### config.mk
export PLATFORM = sky130hd
export DESIGN_NAME = branch_cond_unit
export DESIGN_NICKNAME = d
export VERILOG_FILES = /design/src/rtl/branch_cond_pkg.sv /design/src/rtl/cond_eval.sv /design/src/rtl/target_gen.sv /design/src/rtl/slot_tracker.sv /design/src/rtl/branch_cond_unit.sv
export SDC_FILE = /design/constraint.sdc
export NUM_CORES = 1
export LEC_CHECK = 0
export ABC_AREA = 1
export CAP_MARGIN = 20
export CORE_MARGIN = 5
export CORE_UTILIZATION = 53
export CTS_CLUSTER_SIZE = 10
export DETAILED_ROUTE_END_ITERATION = 10
export DONT_BUFFER_PORTS = 1
export GPL_TIMING_DRIVEN = 0
export PLACE_DENSITY = 0.77
export SETUP_SLACK_MARGIN = 0.15
export SLEW_MARGIN = 10
export SYNTH_ARGS = -nofsm -noshare
export SYNTH_HDL_FRONTEND = slang
export SYNTH_SLANG_ARGS = --single-unit
### constraint.sdc
create_clock -name clk_i -period 5.6 [get_ports clk_i]
set_input_delay 1.12 -clock clk_i [delete_from_list [all_inputs] [get_ports clk_i]]
set_output_delay 1.12 -clock clk_i [all_outputs]
set_load 0.02 [all_outputs]
### src/rtl/branch_cond_pkg.sv
package branch_cond_pkg;
  typedef enum logic [1:0] {
    KIND_OTHER = 2'b00,
    KIND_ABS   = 2'b01,
    KIND_REL   = 2'b10,
    KIND_SET   = 2'b11
  } br_kind_e;

  typedef struct packed {
    logic z;
    logic n;
    logic v;
    logic c;
  } flags_t;
endpackage

### src/rtl/cond_eval.sv
module cond_eval
  import branch_cond_pkg::*;
(
  input  logic [3:0] cond_i,
  input  flags_t     flags_i,
  output logic       res_o
);
  logic base;
  logic ge;

  assign ge = (flags_i.n == flags_i.v);

  always_comb begin
    unique case (cond_i[3:1])
      3'b000: base = 1'b1;
      3'b001: base = flags_i.c & ~flags_i.z;
      3'b010: base = ~flags_i.c;
      3'b011: base = ~flags_i.z;
      3'b100: base = ~flags_i.v;
      3'b101: base = ~flags_i.n;
      3'b110: base = ge;
      3'b111: base = ge & ~flags_i.z;
      default: base = 1'b0;
    endcase
  end

  assign res_o = base ^ cond_i[0];

  always_comb begin
    if (cond_i == 4'b0001) assert_never_R3: assert (!res_o);
    if (cond_i == 4'b1111 && flags_i.z) assert_le_on_zero_R2: assert (res_o);
  end
endmodule

### src/rtl/target_gen.sv
module target_gen
  import branch_cond_pkg::*;
#(
  parameter int ADDR_W = 32,
  parameter int ABS_W  = 23,
  parameter int REL_W  = 14
) (
  input  br_kind_e           kind_i,
  input  logic [ABS_W-1:0]   abs_const_i,
  input  logic [ADDR_W-1:0]  base_i,
  input  logic [REL_W-1:0]   rel_off_i,
  output logic [ADDR_W-1:0]  target_o
);
  localparam int ABS_PAD = ADDR_W - ABS_W - 2;
  localparam int REL_PAD = ADDR_W - REL_W - 2;

  logic [ADDR_W-1:0] abs_tgt;
  logic [ADDR_W-1:0] rel_off_ext;

  assign abs_tgt     = {{ABS_PAD{1'b0}}, abs_const_i, 2'b00};
  assign rel_off_ext = {{REL_PAD{rel_off_i[REL_W-1]}}, rel_off_i, 2'b00};

  always_comb begin
    if (kind_i == KIND_REL) target_o = base_i + rel_off_ext;
    else                    target_o = abs_tgt;
  end
endmodule

### src/rtl/slot_tracker.sv
module slot_tracker #(
  parameter int ADDR_W = 32
) (
  input  logic              clk_i,
  input  logic              rst_ni,
  input  logic              issue_i,
  input  logic              taken_i,
  input  logic [ADDR_W-1:0] target_i,
  output logic              slot_o,
  output logic              redirect_o,
  output logic [ADDR_W-1:0] redirect_pc_o
);
  logic              pend_q;
  logic [ADDR_W-1:0] pend_pc_q;
  logic              redir_q;
  logic [ADDR_W-1:0] redir_pc_q;

  always_ff @(posedge clk_i or negedge rst_ni) begin
    if (!rst_ni) begin
      pend_q     <= 1'b0;
      pend_pc_q  <= '0;
      redir_q    <= 1'b0;
      redir_pc_q <= '0;
    end else begin
      redir_q <= 1'b0;
      if (issue_i) begin
        // slot instruction consumes pending redirect unless it is a taken branch
        redir_q <= pend_q & ~taken_i;
        if (pend_q && !taken_i) redir_pc_q <= pend_pc_q;
        pend_q <= taken_i;
        if (taken_i) pend_pc_q <= target_i;
      end
    end
  end

  assign slot_o        = pend_q;
  assign redirect_o    = redir_q;
  assign redirect_pc_o = redir_pc_q;

  assert_redirect_after_slot_R8: assert property (@(posedge clk_i) disable iff (!rst_ni)
    redir_q |-> $past(issue_i && pend_q));
  assert_single_pulse_R8: assert property (@(posedge clk_i) disable iff (!rst_ni)
    redir_q |=> !redir_q);
  assert_slot_branch_replaces_R9: assert property (@(posedge clk_i) disable iff (!rst_ni)
    (issue_i && pend_q && taken_i) |=> (pend_q && !redir_q && pend_pc_q == $past(target_i)));
  assert_idle_holds_R8: assert property (@(posedge clk_i) disable iff (!rst_ni)
    (!issue_i) |=> ($stable(pend_q) && !redir_q));
endmodule

### src/rtl/branch_cond_unit.sv
module branch_cond_unit
  import branch_cond_pkg::*;
#(
  parameter int ADDR_W = 32,
  parameter int ABS_W  = 23,
  parameter int REL_W  = 14
) (
  input  logic              clk_i,
  input  logic              rst_ni,
  input  logic              issue_i,
  input  logic [1:0]        kind_i,
  input  logic [3:0]        cond_i,
  input  logic [3:0]        flags_i,
  input  logic [ABS_W-1:0]  abs_const_i,
  input  logic [ADDR_W-1:0] base_i,
  input  logic [REL_W-1:0]  rel_off_i,
  output logic              cond_o,
  output logic              taken_o,
  output logic [ADDR_W-1:0] target_o,
  output logic [ADDR_W-1:0] set_val_o,
  output logic              slot_o,
  output logic              redirect_o,
  output logic [ADDR_W-1:0] redirect_pc_o
);
  br_kind_e kind;
  flags_t   flags;
  logic     is_branch;

  assign kind      = br_kind_e'(kind_i);
  assign flags     = flags_t'(flags_i);
  assign is_branch = (kind == KIND_ABS) || (kind == KIND_REL);

  cond_eval u_cond (
    .cond_i  (cond_i),
    .flags_i (flags),
    .res_o   (cond_o)
  );

  target_gen #(.ADDR_W(ADDR_W), .ABS_W(ABS_W), .REL_W(REL_W)) u_tgt (
    .kind_i      (kind),
    .abs_const_i (abs_const_i),
    .base_i      (base_i),
    .rel_off_i   (rel_off_i),
    .target_o    (target_o)
  );

  assign taken_o   = is_branch & cond_o;
  assign set_val_o = {{(ADDR_W-1){1'b0}}, cond_o};

  slot_tracker #(.ADDR_W(ADDR_W)) u_slot (
    .clk_i         (clk_i),
    .rst_ni        (rst_ni),
    .issue_i       (issue_i),
    .taken_i       (taken_o),
    .target_i      (target_o),
    .slot_o        (slot_o),
    .redirect_o    (redirect_o),
    .redirect_pc_o (redirect_pc_o)
  );

  assert_taken_needs_branch_R6: assert property (@(posedge clk_i) disable iff (!rst_ni)
    taken_o |-> (kind_i == 2'b01 || kind_i == 2'b10));
  assert_abs_aligned_R4: assert property (@(posedge clk_i) disable iff (!rst_ni)
    (kind_i == 2'b01) |-> (target_o[1:0] == 2'b00 && target_o < (ADDR_W'(1) << (ABS_W + 2))));
  assert_set_one_bit_R7: assert property (@(posedge clk_i) disable iff (!rst_ni)
    $countones(set_val_o) <= 1);
  assert_reset_clear_R10: assert property (@(posedge clk_i) disable iff (!rst_ni)
    $rose(rst_ni) |-> (!slot_o && !redirect_o));
endmodule

* Word level (Yosys, flattened, before mapping)
Cells that the tools add are included.
** Word-level totals
- Bits in registers :: 66
- Input port bits :: 82
- Output and inout bits :: 100
- Word-level logic and storage cells :: 34
** Operators by class
- Add/subtract/negate cells :: 1
- Equal/unequal tests :: 10
- Multiplexer cells :: 3
- Bitwise logic cells :: 10
- Reduce and logical (&&, ||, !) cells :: 6
** Operator list (number)
- $add 32x32->32 :: 1
- $mux 32 :: 1
- $eq 3x3->1 const B :: 4
- $pmux 1 s8 :: 1
- $eq 3x2->1 const B :: 2
- $not 1->1 :: 5
- $and 1x1->1 :: 4
- $reduce_and 2->1 :: 2
- $eq 3x1->1 const B :: 1
- $logic_not 3->1 :: 1
- $eq 2x1->1 const B :: 1
- $eq 2x2->1 const B :: 1
- $eq 1x1->1 :: 1
- $logic_and 1x1->1 :: 1
- $logic_not 1->1 :: 1
- $logic_or 1x1->1 :: 1
- $mux 1 :: 1
- $xor 1x1->1 :: 1

* Logic depth before layout (Yosys ltp)
Gate-level depths: netlist of run 1.
- Word-level depth :: 8
- Depth in mapped cells :: 14
- Gate-level depth less buffers :: 14

* Cells and area by module
Synthesis of run 1 repeated with hierarchy kept, for this count alone.
** Unflattened totals
- Cell total of the unflattened synthesis :: 887
- Area, all modules :: 5591.6 µm²
** By module, submodules not included
- slot_tracker :: instances 1, cells each 288, area each 2652.5 µm², sequential area each 1651.6 µm²
- target_gen :: instances 1, cells each 537, area each 2573.7 µm², sequential area each 0.0 µm²
- branch_cond_unit :: instances 1, cells each 37, area each 259.0 µm², sequential area each 0.0 µm²
- cond_eval :: instances 1, cells each 25, area each 106.4 µm², sequential area each 0.0 µm²

* Worst setup path before layout of run 1
Ideal clock, no wire load.
- Kind :: input -> output
- From :: in base_i[2]
- To :: out target_o[30]
- Arrival :: 2781 ps
- Data required time :: 4480 ps
- Path slack :: 1699 ps
- Stages :: 11
- Buffers on the path :: 0
- Cell sequence :: ha_1 fa_1 nand2_1 nand3_1 nand3_1 nand2_1 nand2_1 nand2_1 nand2_1 nand3_1 a21oi_1
** Between the ends
- Cells in the longest elaborated chain, start to end :: 2
** Ends and longest elaborated chain
- start: declaration :: RTL line branch_cond_unit.sv:15 : input logic [ADDR_W-1:0] base_i,
- $add 32x32->32 :: RTL line target_gen.sv:24 : if (kind_i == KIND_REL) target_o = base_i + rel_off_ext;
- $mux 32 :: RTL line target_gen.sv:24
- end: declaration :: RTL line branch_cond_unit.sv:19 : output logic [ADDR_W-1:0] target_o,
No other way between the ends.

* Worst setup path after layout of run 1
- From :: in base_i[2]
- To :: out target_o[10]
Same word-level chain as after synthesis.

==> out/results.tsv, run 1 <==
stage	metric	value	unit
layout	FF+latch area	1652	um^2
timing	Slew headroom	33.34	%
placement	GPL Wtd Cong	0.9616	
synthesis	Syn. warnings	0	
min_path	HP Class	register to register	
route	Pre-antenna DRT Iters	4	
timing	Slew @ Worst Pin	0.9895	ns
placement	IO buf count	0	
worst_setup_path	worst path cell trace	ha_1 -> fa_1 -> nand2_1 -> nand3_1 -> nand3_1 -> nand2_1 -> xnor2_1 -> o21ai_0	
synthesis	Post-Synthesis Cell Area	5564	um^2
worst_setup_path	Setup crit end kind	output port	
synthesis	Unique masters post-synth	32	
worst_setup_path	Critical Path Max Stage Delay	0.78	ns
placement	Placed Instances	1042	
route	# DRC	0	
floorplanning	Starting Density	54.14	%
timing	Tmin final	4.342	ns
global_routing	largest net degree at the start of global routing	67	
route	Routed WL per cell	13.88	um
route	Total Wirelength	14.67	mm
cts	Longest Clk Path Bufs	2	
synthesis	sequential share of the synthesized area	29.68	%
worst_setup_path	CP Data Required Time	4.48	ns
timing	f_max	0.2303	GHz
power	Pleak	0.003613	uW
power	PD cells	290.8	nW/um^2
synthesis	area leader, netlist	dfrtp_1	
layout	antenna cell count	0	
placement	dpl hpwl	12.38	mm
cts	Post-CTS Setup Inserts	0	
synthesis	post-synthesis average cell area	6.352	um^2
timing	clock skew	0.007119	ns
worst_setup_path	CP max-delay cell	o21ai_0	
global_routing	global-route wire length before repair	24.06	mm
cts	Num CTS Buffers	9	
worst_setup_path	Critical Path AT	3.22	ns
layout	Total Nets Final	1030	
layout	Filler cells	1071	
layout	commonest cells after routing, fill and taps aside	nand2_1, inv_1, dfrtp_1, nor2_1, nand3_1	
job	max-cap check violation count	0	
cts	CTS Hold Bufs	0	
cts	CTS Sinks	66	
floorplanning	Die Span Y	112.5	um
route	Via-to-Cell Ratio	4.886	
cts	Worst-Skew Late Latency	0.33	ns
power	peak supply drop	0.0001801	V
floorplanning	row cnt	37	
timing	crit share post-route	77.54	%
route	via count	5164	
layout	Util after Layout	58.73	%
floorplanning	width of the die	112.5	um
global_routing	initial antenna violation count	0	
timing	Hold Slack	0.4707	ns
synthesis	share of the synthesized area in the top cell type	29.68	%
cts	root buffer cell	clkbuf_8	
global_routing	vias in the first global route	4962	
global_routing	GRT Total Usage	23.15	%
timing	final hold violations	0	
worst_setup_path	worst-path maximum fanout	5	
timing	setup TNS	0	ns
layout	Post-Layout Cell Count	1057	
synthesis	top cells by area, synth	dfrtp_1, nand2_1, inv_1	
layout	most common cell after layout, fill and taps aside	nand2_1	
layout	Area Overhead vs Synth	8.478	%
outcome	outcome	finished, final reports clean	
timing	Final Max Slew Viols	0	
global_routing	grt ovf	0	
timing	unrepaired setup endpoints after global routing	no	
route	Final ANT Viol Nets	0	
floorplanning	die area	12650	um^2
layout	multi-input logic area	3120	um^2
power	total power draw	1755	uW
floorplanning	IO Pins	182	
worst_setup_path	CP startpoint kind	primary input	
synthesis	Yosys reg bits	66	
route	DRT iter0 DRCs	358	
timing	Final setup viols	0	
worst_setup_path	Crit Path Class	primary input to output port	
synthesis	Post-Syn Instances	876	
cts	CTS H-Tree Depth	3	
cts	clk slew on worst S/H paths	0.06	ns
cts	CTS tree	yes	
layout	share of layout cells above drive strength 1	9.663	%
floorplanning	core area	10280	um^2
cts	PostCTS Resize Cnt	0	
==> routing by layer <==
metal / routed length [um] / global-route usage, %
met5: 0 / 0
met4: 398 / 7.933
met3: 834 / 3.881
met2: 7092 / 40.33
met1: 6347 / 29.00
==> per-stage QoR <==
stage / setup slack, ns / area [um^2]
after global routing: 1.170 / 6036
final: 1.258 / 6036
after detailed placement: 1.269 / 5847
after global placement: 1.270 / 5847
after CTS: 1.261 / 6036
after floorplan: 1.699 / 5677
==> layout make-up <==
type                            instances  area share, %
Buffer                                 50          6.343
Clock buffer                           13          2.964
Clock inverter                          2         0.1658
Inverter                              139          8.644
Multi-Input combinational cell        651          51.70
Sequential cell                        66          27.36
Tap cell                              136          2.819
==> flip-flops by register name, indices dropped and copies added (netlist names) <==
signal	flops
u_slot.redirect_pc_o	32
u_slot.slot_o	1
u_slot.pend_pc_q	32
u_slot.redirect_o	1
==> synth_stat cells <==
| cell type | n |
|---|---|
| nor2_1 | 46 |
| a21o_1 | 3 |
| ha_1 | 30 |
| nand2_1 | 371 |
| dfrtp_1 | 66 |
| xnor2_1 | 5 |
| nand2_2 | 4 |
| nand4_2 | 3 |
| o21ai_0 | 31 |
| buf_6 | 4 |
| nand3b_1 | 4 |
| buf_12 | 2 |
| o21ai_1 | 11 |
| or2_2 | 6 |
| inv_2 | 4 |
| nand3_1 | 45 |
| o21ai_2 | 3 |
| conb_1 | 1 |
| buf_4 | 34 |
| nand3_2 | 8 |
| nor2_4 | 1 |
| a21oi_1 | 18 |
| inv_1 | 135 |
| clkbuf_1 | 6 |
| nand3_4 | 1 |
| a21boi_1 | 1 |
| nor3_1 | 3 |
| xor2_1 | 3 |
| and2_1 | 14 |
| fa_1 | 1 |
| nand4_1 | 8 |
| buf_2 | 4 |
==> path summary, 6_finish.rpt <==
path	from	cells after the start	slack, ns	to
hold / removal	u_slot.pend_pc_q[15]	2	0.47	u_slot.redirect_pc_o[15]
setup / recovery	base_i[2]	8	1.26	target_o[10]
max in group asynchronous	rst_ni	0	5.01	u_slot.redirect_pc_o[28]
min in group asynchronous	rst_ni	0	0.48	u_slot.redirect_pc_o[7]
hold reg to reg	u_slot.pend_pc_q[15]	2	0.47	u_slot.redirect_pc_o[15]
setup reg to reg	u_slot.slot_o	5	4.30	u_slot.redirect_pc_o[6]
==> critical path: cells and delay by family <==
family / cells / cell delay, ns
AND/OR/NAND/NOR: 4 / 0.42
adder cells (fa/ha/maj): 2 / 0.73
AO/OA/AOI/OAI: 1 / 0.78
XOR/XNOR: 1 / 0.17
==> power breakdown <==
group	internal (uW)	total, uW	switching (uW)
Clock	205	370	165
Sequential	630	841	211
Combinational	191	544	352
Total	1030	1760	729
==> cell families (layout without fill, tap and decap cells) <==
family	after synthesis	after routing	share of synthesized area, %
flops	66	66	29.68
compound gates	67	67	6.409
simple gates	514	514	39.22
xor+xnor	8	8	1.259
buf+inv	189	204	16.26
fa+ha+maj	31	31	7.106
other cells	1	31	0.06740
Power figures use the tool's default switching activity.
==> run 2: changes to the inputs <==
--- a/config.mk
+++ b/config.mk
@@ -5,7 +5,7 @@
 export SDC_FILE = /design/constraint.sdc
 export NUM_CORES = 1
 export LEC_CHECK = 0
-export ABC_AREA = 1
+export ABC_AREA = 0
 export CAP_MARGIN = 20
 export CORE_MARGIN = 5
 export CORE_UTILIZATION = 53
@@ -13,7 +13,7 @@
 export DETAILED_ROUTE_END_ITERATION = 10
 export DONT_BUFFER_PORTS = 1
 export GPL_TIMING_DRIVEN = 0
-export PLACE_DENSITY = 0.77
+export PLACE_DENSITY = 0.8
 export SETUP_SLACK_MARGIN = 0.15
 export SLEW_MARGIN = 10
 export SYNTH_ARGS = -nofsm -noshare
==> constraint.sdc (replaced) <==
create_clock -name clk_i -period 3.7 [get_ports clk_i]
set_input_delay 0.74 -clock clk_i [delete_from_list [all_inputs] [get_ports clk_i]]
set_output_delay 0.74 -clock clk_i [all_outputs]
set_load 0.02 [all_outputs]
==> run 2 against run 1 <==
Global-route usage down 0.79 points. Hold slack worse by 0.37 ns. Worst setup slack worse by 1.1 ns. Synthesized cell count down 43%. Critical endpoint is now target_o[29].
==> out/results.tsv, run 2 <==
stage	metric	value	unit
worst_setup_path	Setup crit end kind	output port	
worst_setup_path	worst-path maximum fanout	4	
layout	Area Overhead vs Synth	14.14	%
floorplanning	Die Span Y	106.0	um
timing	Hold Slack	0.09824	ns
synthesis	Unique masters post-synth	62	
layout	final instance area	5577	um^2
worst_setup_path	Critical Path Max Stage Delay	0.46	ns
synthesis	EDFF count, synth	0	
timing	Final Max Slew Viols	0	
synthesis	Yosys reg bits	66	
cts	CTS Sinks	66	
worst_setup_path	Register-to-Register Setup Slack	2.27	ns
route	Routed WL per cell	19.55	um
power	total power draw	2842	uW
synthesis	share of the synthesized area in the top cell type	33.80	%
global_routing	initial antenna violation count	0	
synthesis	fraction of synthesis flops using an asynchronous set or reset pin	100.0	%
timing	crit share post-route	96.19	%
route	DRT iter0 DRCs	178	
synthesis	area leader, netlist	dfrtp_1	
route	met1 wire length	5.200	mm
route	met3 WL	1.098	mm
floorplanning	core area	9109	um^2
timing	Slew headroom	32.18	%
min_path	HP Class	primary input to asynchronous set/reset pin	
cts	Num CTS Buffers	9	
route	via count	3941	
global_routing	grt ovf	0	
timing	Tmin final	3.559	ns
worst_setup_path	R2R Path Start	u_slot.slot_o	
layout	commonest cells after routing, fill and taps aside	dfrtp_1, mux2_2, nand2_1, buf_4, a21oi_1	
cts	CTS tree	yes	
global_routing	largest net degree at the start of global routing	67	
route	Total Wirelength	12.93	mm
placement	dpl hpwl	10.19	mm
synthesis	Post-Synthesis Cell Area	4886	um^2
route	Pre-antenna DRT Iters	4	
timing	f_max	0.2810	GHz
synthesis	Post-synth top cells	dfrtp_1, mux2_2, nand2_1	
power	peak supply drop	0.0001793	V
synthesis	most numerous cell in the Yosys netlist	dfrtp_1	
worst_setup_path	Critical Path AT	2.82	ns
floorplanning	width of the die	106.0	um
cts	root buffer cell	clkbuf_8	
global_routing	vias in the first global route	3894	
placement	IO buf count	0	
timing	clock skew	0.01011	ns
layout	share of layout cells above drive strength 1	32.55	%
job	max-cap check violation count	0	
outcome	outcome	finished, final reports clean	
floorplanning	Starting Density	53.64	%
layout	antenna cell count	0	
synthesis	top cells by area, synth	dfrtp_1, mux2_2, ha_1	
timing	unrepaired setup endpoints after global routing	yes	
cts	clk slew on worst S/H paths	0.07	ns
worst_setup_path	CP max-delay cell	a2111oi_4	
layout	most common cell after layout, fill and taps aside	dfrtp_1	
synthesis	post-synthesis average cell area	9.851	um^2
timing	Final setup viols	0	
synthesis	Post-Syn Instances	496	
global_routing	GRT Total Usage	22.35	%
synthesis	Syn. warnings	0	
placement	placed cell areas	5137	um^2
floorplanning	die area	11240	um^2
worst_setup_path	Crit Path Class	primary input to output port	
route	# DRC	0	
timing	Slew @ Worst Pin	1.009	ns
worst_setup_path	CP startpoint kind	primary input	
layout	Total Nets Final	659	
worst_setup_path	CP Data Required Time	2.96	ns
power	Pleak	0.002598	uW
timing	final hold violations	0	
route	metal2 WL	6.343	mm
cts	Longest Clk Path Bufs	2	
route	top layer in use	met4	
floorplanning	row cnt	35	
synthesis	Top FF cell, synth	dfrtp_1	
cts	CTS H-Tree Depth	3	
synthesis	sequential share of the synthesized area	33.80	%
power	PD cells	509.6	nW/um^2
route	Final ANT Viol Nets	0	
route	Via-to-Cell Ratio	5.962	
placement	GPL Wtd Cong	0.9713	
floorplanning	IO Pins	182	
timing	setup TNS	0	ns
global_routing	global-route wire length before repair	19.97	mm
worst_setup_path	worst path cell trace	ha_1 -> nand4_1 -> a2111oi_4 -> nand3b_1 -> a31oi_1 -> xnor2_1 -> and2_4	
worst_setup_path	Critical path origin	base_i[6]	
cts	Worst-Skew Late Latency	0.33	ns
[run 2: cells by family (layout without fill, tap and decap cells)]
family | count (synthesis) | in the layout | synth area share [%]
AOI/OAI and AO/OA | 133 | 133 | 19.39
xor gates and xnor gates | 26 | 26 | 4.661
adders and majority gates | 31 | 31 | 8.092
buffers and inverters | 60 | 84 | 8.195
DFF | 66 | 66 | 33.80
muxes | 67 | 67 | 15.49
other | 1 | 31 | 0.07675
and+or+nand+nor | 112 | 112 | 10.29
[run 2: path summary, 6_finish.rpt]
path	to	cells past startpoint
min	u_slot.pend_pc_q[5]	0
min reg2reg	u_slot.pend_pc_q[28]	2
min in group clk_i	u_slot.pend_pc_q[28]	2
max reg2reg	u_slot.redirect_pc_o[14]	3
max	target_o[29]	7
max in group asynchronous	u_slot.pend_pc_q[30]	0
[run 2: area by class of cell]
cell class | count | area (um^2)
Multi-Input combinational cell | 400 | 3133
Fill cell | 752 | 3532
Buffer | 50 | 362.8
Sequential cell | 66 | 1652
Clock buffer | 12 | 145.1
Inverter | 10 | 37.54
Clock inverter | 3 | 40.04
Timing Repair Buffer | 9 | 67.56
Tap cell | 111 | 138.9
[run 2: routing by layer]
metal	vias up	GRT usage (%)
met2	183	38.43
met5	-	0
met3	24	6.254
li1	1839	-
met4	0	8.788
met1	1895	26.43
[run 2: timing repair]
item	in CTS	in global routing
pin swaps	5	12
endpoints found under the setup margin	14	13
gates resized for setup	20	26
setup buffers	5	4
hold buffers	0	0
hold endpoints to repair	0	0
[run 2: through the flow]
stage          cells  worst slack (ns)  utilization (%)
3_3_place_gp     637           -0.3200            56.40
2_1_floorplan    526            0.2059                -
4_1_cts          657           0.07484            59.68
3_5_place_dp     637           -0.3081            56.40
6_report         661            0.1410            61.22
5_1_grt          661           0.06499            61.22
[run 2: critical path, delay by kind of cell]
kind                       cells  cell delay [ns]
adders and majority gates      1             0.40
AOI/OAI and AO/OA              2             0.61
and+or+nand+nor                3             0.81
xor gates and xnor gates       1             0.24
[run 2: where the power goes]
part           total (uW)  leakage (uW)  switching, uW  internal [uW]
logic                 905       0.00168            476            429
clock network         576     0.0000962            252            324
registers            1360      0.000825            372            989
==> run 3: changes to the inputs <==
--- a/config.mk
+++ b/config.mk
@@ -9,12 +9,12 @@
 export CAP_MARGIN = 20
 export CORE_MARGIN = 5
 export CORE_UTILIZATION = 53
+export CTS_CLUSTER_DIAMETER = 40
 export CTS_CLUSTER_SIZE = 10
 export DETAILED_ROUTE_END_ITERATION = 10
 export DONT_BUFFER_PORTS = 1
 export GPL_TIMING_DRIVEN = 0
 export PLACE_DENSITY = 0.8
-export SETUP_SLACK_MARGIN = 0.15
 export SLEW_MARGIN = 10
 export SYNTH_ARGS = -nofsm -noshare
 export SYNTH_HDL_FRONTEND = slang
==> run 3 against run 2 <==
Register-to-register slack about the same. Routed wire length decreased by 1.7%. Count of clock-buffer cells in the layout unchanged. Clock power barely moved. Critical path type unchanged. Highest routed layer unchanged.
==> out/results.tsv, run 3 (same netlist as run 2, synthesis figures left out) <==
stage	metric	value	unit
timing	Final Max Slew Viols	0	
worst_setup_path	worst path cell trace	ha_1 -> a21o_2 -> a21oi_2 -> a21oi_2 -> o41ai_2 -> buf_4 -> o41ai_2 -> xnor2_1 -> buf_4 -> nor2_2	
route	Via-to-Cell Ratio	5.947	
placement	Setup WS pre-CTS	-0.3081	ns
worst_setup_path	Crit Path Class	primary input to output port	
global_routing	global-route wire length before repair	19.84	mm
timing	crit share post-route	98.32	%
timing	final hold violations	0	
route	DRT iter0 DRCs	195	
floorplanning	row cnt	35	
timing	Slew @ Worst Pin	1.023	ns
layout	Area Overhead vs Synth	12.01	%
floorplanning	IO Pins	182	
cts	Longest Clk Path Bufs	2	
layout	share of layout cells above drive strength 1	30.04	%
job	max-cap check violation count	0	
route	Total Wirelength	12.71	mm
worst_setup_path	Critical Path Max Stage Delay	0.36	ns
route	top layer in use	met4	
route	met3 WL	1.037	mm
timing	setup ws final	0.06205	ns
route	met1 wire length	5.227	mm
floorplanning	die area	11240	um^2
global_routing	largest net degree at the start of global routing	67	
layout	final instance area	5473	um^2
placement	IO buf count	0	
route	Pre-antenna DRT Iters	5	
global_routing	GRT Total Usage	22.16	%
cts	Worst-Skew Late Latency	0.33	ns
floorplanning	Die Span Y	106.0	um
worst_setup_path	Critical Path AT	2.90	ns
timing	Final setup viols	0	
worst_setup_path	CP max-delay cell	ha_1	
worst_setup_path	CP startpoint kind	primary input	
worst_setup_path	CP delay by family, top	compound AO/OA/AOI/OAI gates	
placement	dpl hpwl	10.19	mm
layout	commonest cells after routing, fill and taps aside	dfrtp_1, mux2_2, nand2_1, buf_4, a21oi_1	
layout	Total Nets Final	655	
global_routing	initial antenna violation count	0	
global_routing	vias in the first global route	3824	
power	peak supply drop	0.0001789	V
worst_setup_path	Buf+Inv Stages, Crit Path	2	
timing	Tmin final	3.638	ns
floorplanning	core area	9109	um^2
route	Final ANT Viol Nets	0	
layout	most common cell after layout, fill and taps aside	dfrtp_1	
route	# DRC	0	
power	Pleak	0.002567	uW
placement	placed cell areas	5137	um^2
global_routing	grt ovf	0	
min_path	HP Class	primary input to asynchronous set/reset pin	
timing	unrepaired setup endpoints after global routing	yes	
layout	antenna cell count	0	
timing	clock skew	0.007515	ns
route	metal2 WL	6.232	mm
timing	f_max	0.2749	GHz
timing	Slew headroom	31.22	%
worst_setup_path	worst-path maximum fanout	5	
cts	CTS tree	yes	
outcome	outcome	finished, final reports clean	
cts	CTS H-Tree Depth	3	
cts	Num CTS Buffers	9	
cts	root buffer cell	clkbuf_8	
cts	CTS Sinks	66	
worst_setup_path	CP Data Required Time	2.96	ns
route	Routed WL per cell	19.34	um
floorplanning	Starting Density	53.64	%
layout	Filler cells	768	
route	via count	3907	
layout	Util after Layout	60.08	%
floorplanning	width of the die	106.0	um
power	PD cells	515.2	nW/um^2
placement	GPL Wtd Cong	0.9713	
worst_setup_path	Setup crit end kind	output port	
cts	CTS Hold Bufs	0	
cts	clk slew on worst S/H paths	0.07	ns
run 3: cell count changes in the layout (fill, tap and decap cells not counted), sizes merged:
cell	before	now
buf	46	42
run 3: what timing repair did:
item                       4_1_cts  5_1_grt
setup endpoints to repair       11       11
gates resized for setup         11       15
setup buffers                    1        4
pin swaps                        1        4
run 3: per-stage QoR:
stage,TNS [ns],instances,hold WS (ns),power [uW]
after floorplan,0,526,0.4444,2014
after global placement,-0.9595,637,0.4459,2173
after detailed placement,-1.035,637,0.4455,2221
after CTS,-0.01422,653,0.08092,2813
after global routing,-0.05163,657,0.07813,2983
final,0,657,0.1013,2819
run 3: per-layer routing:
layer / track usage [%] / vias up
li1: - / 1824
met2: 38.34 / 178
met5: 0 / -
met1: 26.58 / 1889
met4: 7.401 / 0
met3: 6.132 / 16
run 3: cell type report:
cell class                 count  area, um^2  share of cell area (%)
multi-input combinational    400        3059                   55.90
sequential                    66        1652                   30.18
buffer                        50       362.8                   6.630
clock buffer                  12       145.1                   2.652
tap                          111       138.9                   2.538
clock inverter                 3       40.04                  0.7316
timing repair buffer           5       37.54                  0.6859
inverter                      10       37.54                  0.6859
run 3: path summary, 6_finish.rpt:
check	from	endpoint	slack [ns]	depth (start not counted)
worst max-delay path	base_i[5]	target_o[27]	0.06	10
worst min-delay path	rst_ni	u_slot.redirect_pc_o[3]	0.10	0
worst max register to register	u_slot.slot_o	u_slot.redirect_pc_o[14]	2.27	3
worst min register to register	u_slot.pend_pc_q[24]	u_slot.pend_pc_q[24]	0.49	2
max in group asynchronous	rst_ni	u_slot.pend_pc_q[30]	3.48	0
min in group clk_i	u_slot.pend_pc_q[24]	u_slot.pend_pc_q[24]	0.49	2
run 3: report_power, final:
part	switching, uW	leakage [uW]	internal, uW
clock network	250	0.0000962	324
registers	372	0.000825	989
logic	465	0.00165	418
